## src/rtl/opctl_pkg.sv

```systemverilog
// Package: shared field positions and widths for the operation control register.
// Assumes an 8-bit register; the positions are fixed by software's view of the bits.
package opctl_pkg;
    localparam int REG_W      = 8;
    localparam int ABORT_POS  = 7;
    localparam int RSVD_POS   = 6;
    localparam int RESUME_POS = 5;
    localparam int DEN_POS    = 4;
    localparam int STAT_W     = 4;

    // Live status lines mirrored in the low bits of readback.
    typedef struct packed {
        logic seq_active;
        logic cmd_sent;
        logic rd_halted;
        logic halt_cause;
    } opctl_stat_t;
endpackage

```

## src/rtl/opctl_req_bit.sv

```systemverilog
// Module: one write-one-to-trigger request bit with an acceptance window.
// The bit sets when a write of 1 arrives while the window is open. It clears on an
// acknowledge or, when IDLE_CLR is set, when keep drops. Clearing beats setting.
// Assumes the acknowledge is a single-cycle pulse from the target sequencer.
module opctl_req_bit #(
    parameter bit IDLE_CLR = 1'b0
) (
    input  logic clk,
    input  logic rst_n,
    input  logic set_stb,
    input  logic win,
    input  logic ack,
    input  logic keep,
    output logic req
);
    logic clr;

    // Clear condition: an acknowledge, or the owning sequence going idle.
    always_comb begin
        clr = ack || (IDLE_CLR && !keep);
    end

    // Request state: hold until cleared, and accept new writes only in the window.
    always_ff @(posedge clk) begin
        if (!rst_n)               req <= 1'b0;
        else if (req && clr)      req <= 1'b0;
        else if (!req && set_stb && win) req <= 1'b1;
    end


    req_drop_chk: assert property (@(posedge clk) disable iff (!rst_n)
        (req && ack) |=> !req);

    req_hold_chk: assert property (@(posedge clk) disable iff (!rst_n)
        (req && !ack && keep) |=> req);

    no_set_outside_chk: assert property (@(posedge clk) disable iff (!rst_n)
        (!req && !(set_stb && win)) |=> !req);

    generate
        if (IDLE_CLR) begin : g_idle

            idle_clr_chk: assert property (@(posedge clk) disable iff (!rst_n)
                (req && !keep) |=> !req);
        end
    endgenerate
endmodule

```

## src/rtl/opctl_readback.sv

```systemverilog
// Module: assembles the readback word from the stored bits and the live status lines.
// The reserved bit is tied to 0 here.
module opctl_readback
    import opctl_pkg::*;
(
    input  logic        abort_bit,
    input  logic        resume_bit,
    input  logic        den_bit,
    input  opctl_stat_t stat,
    output logic [REG_W-1:0] rd_word
);
    // Field placement for readback.
    always_comb begin
        rd_word             = '0;
        rd_word[ABORT_POS]  = abort_bit;
        rd_word[RSVD_POS]   = 1'b0;
        rd_word[RESUME_POS] = resume_bit;
        rd_word[DEN_POS]    = den_bit;
        rd_word[STAT_W-1:0] = stat;
    end
endmodule

```

## src/rtl/opctl_reg.sv

```systemverilog
// Module: operation control register of a card host controller (top).
// Holds the abort and resume requests, each gated by its protocol window,
// plus a plain data-enable bit. Assumes a single-cycle synchronous write strobe
// and single-cycle acknowledge pulses.
module opctl_reg
    import opctl_pkg::*;
(
    input  logic             clk,
    input  logic             rst_n,
    input  logic             wr_en,
    input  logic [REG_W-1:0] wr_data,
    output logic [REG_W-1:0] rd_data,
    input  logic             cmd_sent,
    input  logic             seq_active,
    input  logic             rd_halted,
    input  logic             halt_cause,
    input  logic             abort_ack,
    input  logic             resume_ack,
    output logic             abort_req,
    output logic             resume_req,
    output logic             data_en
);
    opctl_stat_t stat;
    logic abort_win, abort_stb, resume_stb;
    logic unused_wr;

    // Status bundle and write decode.
    always_comb begin
        stat       = '{seq_active: seq_active, cmd_sent: cmd_sent,
                       rd_halted: rd_halted, halt_cause: halt_cause};
        abort_win  = cmd_sent && seq_active;
        abort_stb  = wr_en && wr_data[ABORT_POS];
        resume_stb = wr_en && wr_data[RESUME_POS];
        unused_wr  = ^{wr_data[RSVD_POS], wr_data[STAT_W-1:0]};
    end

    opctl_req_bit #(.IDLE_CLR(1'b1)) u_abort (
        .clk(clk), .rst_n(rst_n), .set_stb(abort_stb), .win(abort_win),
        .ack(abort_ack), .keep(seq_active), .req(abort_req));

    opctl_req_bit #(.IDLE_CLR(1'b0)) u_resume (
        .clk(clk), .rst_n(rst_n), .set_stb(resume_stb), .win(rd_halted),
        .ack(resume_ack), .keep(1'b1), .req(resume_req));

    // Data-enable bit: plain read/write storage.
    always_ff @(posedge clk) begin
        if (!rst_n)     data_en <= 1'b0;
        else if (wr_en) data_en <= wr_data[DEN_POS];
    end

    opctl_readback u_rb (
        .abort_bit(abort_req), .resume_bit(resume_req), .den_bit(data_en),
        .stat(stat), .rd_word(rd_data));


    rsvd_zero_chk: assert property (@(posedge clk) disable iff (!rst_n)
        rd_data[RSVD_POS] == 1'b0);

    resume_window_chk: assert property (@(posedge clk) disable iff (!rst_n)
        (!resume_req && !rd_halted) |=> !resume_req);

    den_hold_chk: assert property (@(posedge clk) disable iff (!rst_n)
        !wr_en |=> $stable(data_en));
endmodule

```

## config.mk

```make
export PLATFORM = sky130hd
export DESIGN_NAME = opctl_reg
export DESIGN_NICKNAME = d
export VERILOG_FILES = /design/src/rtl/opctl_pkg.sv /design/src/rtl/opctl_req_bit.sv /design/src/rtl/opctl_readback.sv /design/src/rtl/opctl_reg.sv
export SDC_FILE = /design/constraint.sdc
export NUM_CORES = 1
export LEC_CHECK = 0
export ABC_AREA = 1
export BUFFER_PORTS_ARGS = -buffer_cell sky130_fd_sc_hd__clkbuf_2
export CORE_AREA = 2 2 39 41
export CTS_BUF_LIST = sky130_fd_sc_hd__clkbuf_8
export CTS_CLUSTER_SIZE = 25
export DETAILED_ROUTE_END_ITERATION = 10
export DIE_AREA = 0 0 41 43
export PLACE_DENSITY = 0.53
export SLEW_MARGIN = 5
export SYNTH_ARGS = -nofsm -noshare
export SYNTH_HDL_FRONTEND = slang
export SYNTH_SLANG_ARGS = --single-unit
export TNS_END_PERCENT = 20
```

## constraint.sdc

```tcl
create_clock -name clk -period 1.67 [get_ports clk]
set_input_delay 0.167 -clock clk [delete_from_list [all_inputs] [get_ports clk]]
set_output_delay 0.167 -clock clk [all_outputs]
set_load 0.02 [all_outputs]
```

# Word-level counts from Yosys, hierarchy flattened
# Index checks and enable logic that the tools add are counted.
op_classes:
  n_bitwise: 1
  reduce_logical: 15
op_table:
  columns: ["cell", "n"]
  rows:
  - ["1-bit logical AND", 9]
  - ["2-bit OR reduction", 2]
  - ["1-bit logical NOT", 3]
  - ["1-bit logical OR", 1]
  - ["1-bit inverter", 1]
word_totals:
  regBits: 3
  in_bits: 17
  elab_cells: 19

# Longest topological paths before layout
depth:
  word_depth: 4
  ltp_mapped: 5
  mapped_depth_nobuf: 5

# Hierarchy
# A second synthesis with hierarchy kept.
hier_totals:
  hier_cells: 34
  area_unflattened_um2: 211.5
by_module_without_submodules:
  columns: ["module", "n_inst", "cells_each", "area_each_um2", "seq_area_each_um2"]
  rows:
  - ["opctl_reg", 1, 13, 65.1, 20.0]
  - ["opctl_readback", 1, 9, 63.8, 0.0]
  - ["opctl_req_bit (u_abort)", 1, 7, 46.3, 20.0]
  - ["opctl_req_bit (u_resume)", 1, 5, 36.3, 20.0]

# Worst setup path after synthesis
# Ideal clock, no wire load.
synth_path:
  path_type: "register to output"
  from: "register u_resume.req"
  to: "output rd_data[5]"
  t_arrival_ns: 0.637
  t_required_ns: 1.503
  setup_slack_ns: 0.866
  path_stages_with_launch: 2
  n_path_buf: 1
  cell_sequence: "dfxtp_1 -> buf_4"
synth_lines:
  columns: ["element", "line_no", "source"]
  rows:
  - ["from (decl)", "opctl_req_bit.sv:14", "output logic req"]
  - ["from (signal assigned)", "opctl_req_bit.sv:25", "if (!rst_n) req <= 1'b0;"]
  - ["from (signal assigned)", "opctl_req_bit.sv:26", "else if (req && clr) req <= 1'b0;"]
  - ["from (signal assigned)", "opctl_req_bit.sv:27", "else if (!req && set_stb && win) req <= 1'b1;"]
  - ["to (decl)", "opctl_reg.sv:12", "output logic [REG_W-1:0] rd_data,"]
# No word-level cell between the ends.

# Final worst setup path
layout_path:
  from: "register u_resume.req"
  to: "output resume_req"
layout_lines:
  columns: ["element", "line_no", "source"]
  rows:
  - ["to (decl)", "opctl_reg.sv:20", "output logic resume_req,"]
# No word-level cell between the ends.

==> run metrics <==
Final #Nets=63; syn_nets=47; clock sink count=3; post-synth top area share=0.306; wire per inst=7.18 microns; Post-CTS Hold Fix Bufs=0; Buf+Inv Stages, Crit Path=1; Top delay family on crit path=flip-flops; Critical Path Sink Type=primary output; Filler Cell Count=166; routed vias/inst=3.18; Synth cell types=9; Final min period=0.931 ns; Yosys warnings=0; WP data required=1.50 ns; I/O Pins=28; max incr delay on CP=0.36 ns; drt pass-1 iters=1; Die Ht=43 microns; Final Routed Wirelength=438 microns; post-synth top area cell=dfxtp_1; CTS root buf=clkbuf_8; CTS tree=yes; Initial DRC Count=0; Worst EP arrival=0.76 ns; number of remaining DRC errors=0; Post-Syn Area=196 sq um; # diodes=0; flip-flop and latch area=60.1 sq um; layout cells sized above 1=0.489; routed via count=194; RSZ-0062 raised after global routing=false; synth top area cells=dfxtp_1 31%, buf_4 31%, nand2_1 11%, inv_1 9.6%, nor2_1 5.7%; FMAX=1070 MHz; CTS clk-pin slew, worst paths=0.03 ns; Max VDD drop=511 uV; CP Class=register to primary output; first-pass GRT wire length=607 microns; crit path cell chain=clkbuf_2; die outline width=41 microns; Hold Vio Cnt, Final=0; CP max stage cell=dfxtp_1; pwr/cell area=1120 mW/mm^2; Final WS setup=0.739 ns; Setup crit start kind=register; GRT Total Usage=0.0631; register area share after synthesis=0.306; worst hold path type=primary input to register; crit path max fanout=4; row cnt=14; fraction of the cycle the final worst path needs=0.557; Setup TNS=0 ns; area grow syn2layout=51.0%; outcome=finished clean; Setup Buffers After CTS=0; Slew Limit Fails=0; die area=0.00176 sq mm; final setup vio count=0; Initial Util=0.142; later-pin clock latency in the skew report=0.21 ns; core box area=0.00138 sq mm; maximum clock insertion buffer count=2; Mapped Cells=30; footprint of the multi-input gates=57.6 sq um; Final ANT Viol Nets=0; DP HPWL=363 microns; number of max-cap violations=0; pre-CTS worst setup slack=0.959 ns; H-tree level count=1; total CTS buffers=3; vias in the first global route=148; final hold slack=0.180 ns; initial antenna violation count=0; port buffer count=19; grt total ovfl=0; Mean Syn Cell Area=6.55 sq um; Resized Gates After CTS=0; worst clock skew=0 ns; pin count of the biggest net entering global routing=5; FF+latch count, synth=3; routability-driven placement congestion ratio=0.572; Leak Pwr=0.189 nW
==> worst paths after layout <==
path                      from            to  slack (ns)  cells after the start
hold reg to reg   u_resume.req  u_resume.req        0.48                      2
hold / removal      wr_data[4]       data_en        0.18                      3
setup reg to reg   u_abort.req   u_abort.req        1.00                      5
setup / recovery  u_resume.req    resume_req        0.74                      1
==> power breakdown <==
group	internal, W	switching, W
clock network	0.000157	0.0000484
logic	0.0000189	0.0000287
registers	0.0000758	0.00000282
==> through the flow <==
stage               total power (W)  instances   util  area (sq um)
floorplan                  0.000118         30      -           196
global placement           0.000127         57  0.182           251
finish                     0.000331         61  0.214           297
CTS                        0.000339         61  0.214           297
detailed placement         0.000128         57  0.182           251
global route               0.000356         61  0.214           297
==> cell families after synthesis <==
logic type / after synthesis / synth area share
and+or+nand+nor: 11 / 0.223
buffers and inverters: 13 / 0.401
AOI/OAI and AO/OA: 2 / 0.0509
DFF: 3 / 0.306
other: 1 / 0.0191
==> cell usage in the layout (no fill, tap or decap) <==
master    instances
conb_1            1
clkbuf_2         19
nand3_1           2
dfxtp_1           3
o21ai_0           1
inv_1             6
clkbuf_8          3
nand2_1           6
a21oi_1           1
nor2_1            3
==> cell usage after synthesis <==
cell and count:
a21oi_1 1, buf_4 8, conb_1 1, dfxtp_1 3
inv_1 5, nand2_1 6, nand3_1 2, nor2_1 3
o21ai_0 1
==> flip-flops by register name, summed over array words and instances, names as in the netlist <==
register / cells
u_abort.req: 1
data_en: 1
u_resume.req: 1
==> final cells by class <==
class,instances,area share
Timing Repair Buffer,19,0.321
Clock buffer,3,0.139
Sequential cell,3,0.203
Multi-Input combinational cell,14,0.194
Clock inverter,1,0.0127
Inverter,5,0.0633
Tap cell,16,0.0675
==> routing by layer <==
layer | vias to the layer above | GRT usage | part of all wire
li1 | 109 | - | -
met5 | - | 0 | 0
met3 | 0 | 0.0942 | 0.18
met4 | 0 | 0.0400 | 0
met2 | 15 | 0.0625 | 0.37
met1 | 70 | 0.0607 | 0.45
Note: power is estimated with default switching activity, not from simulation.
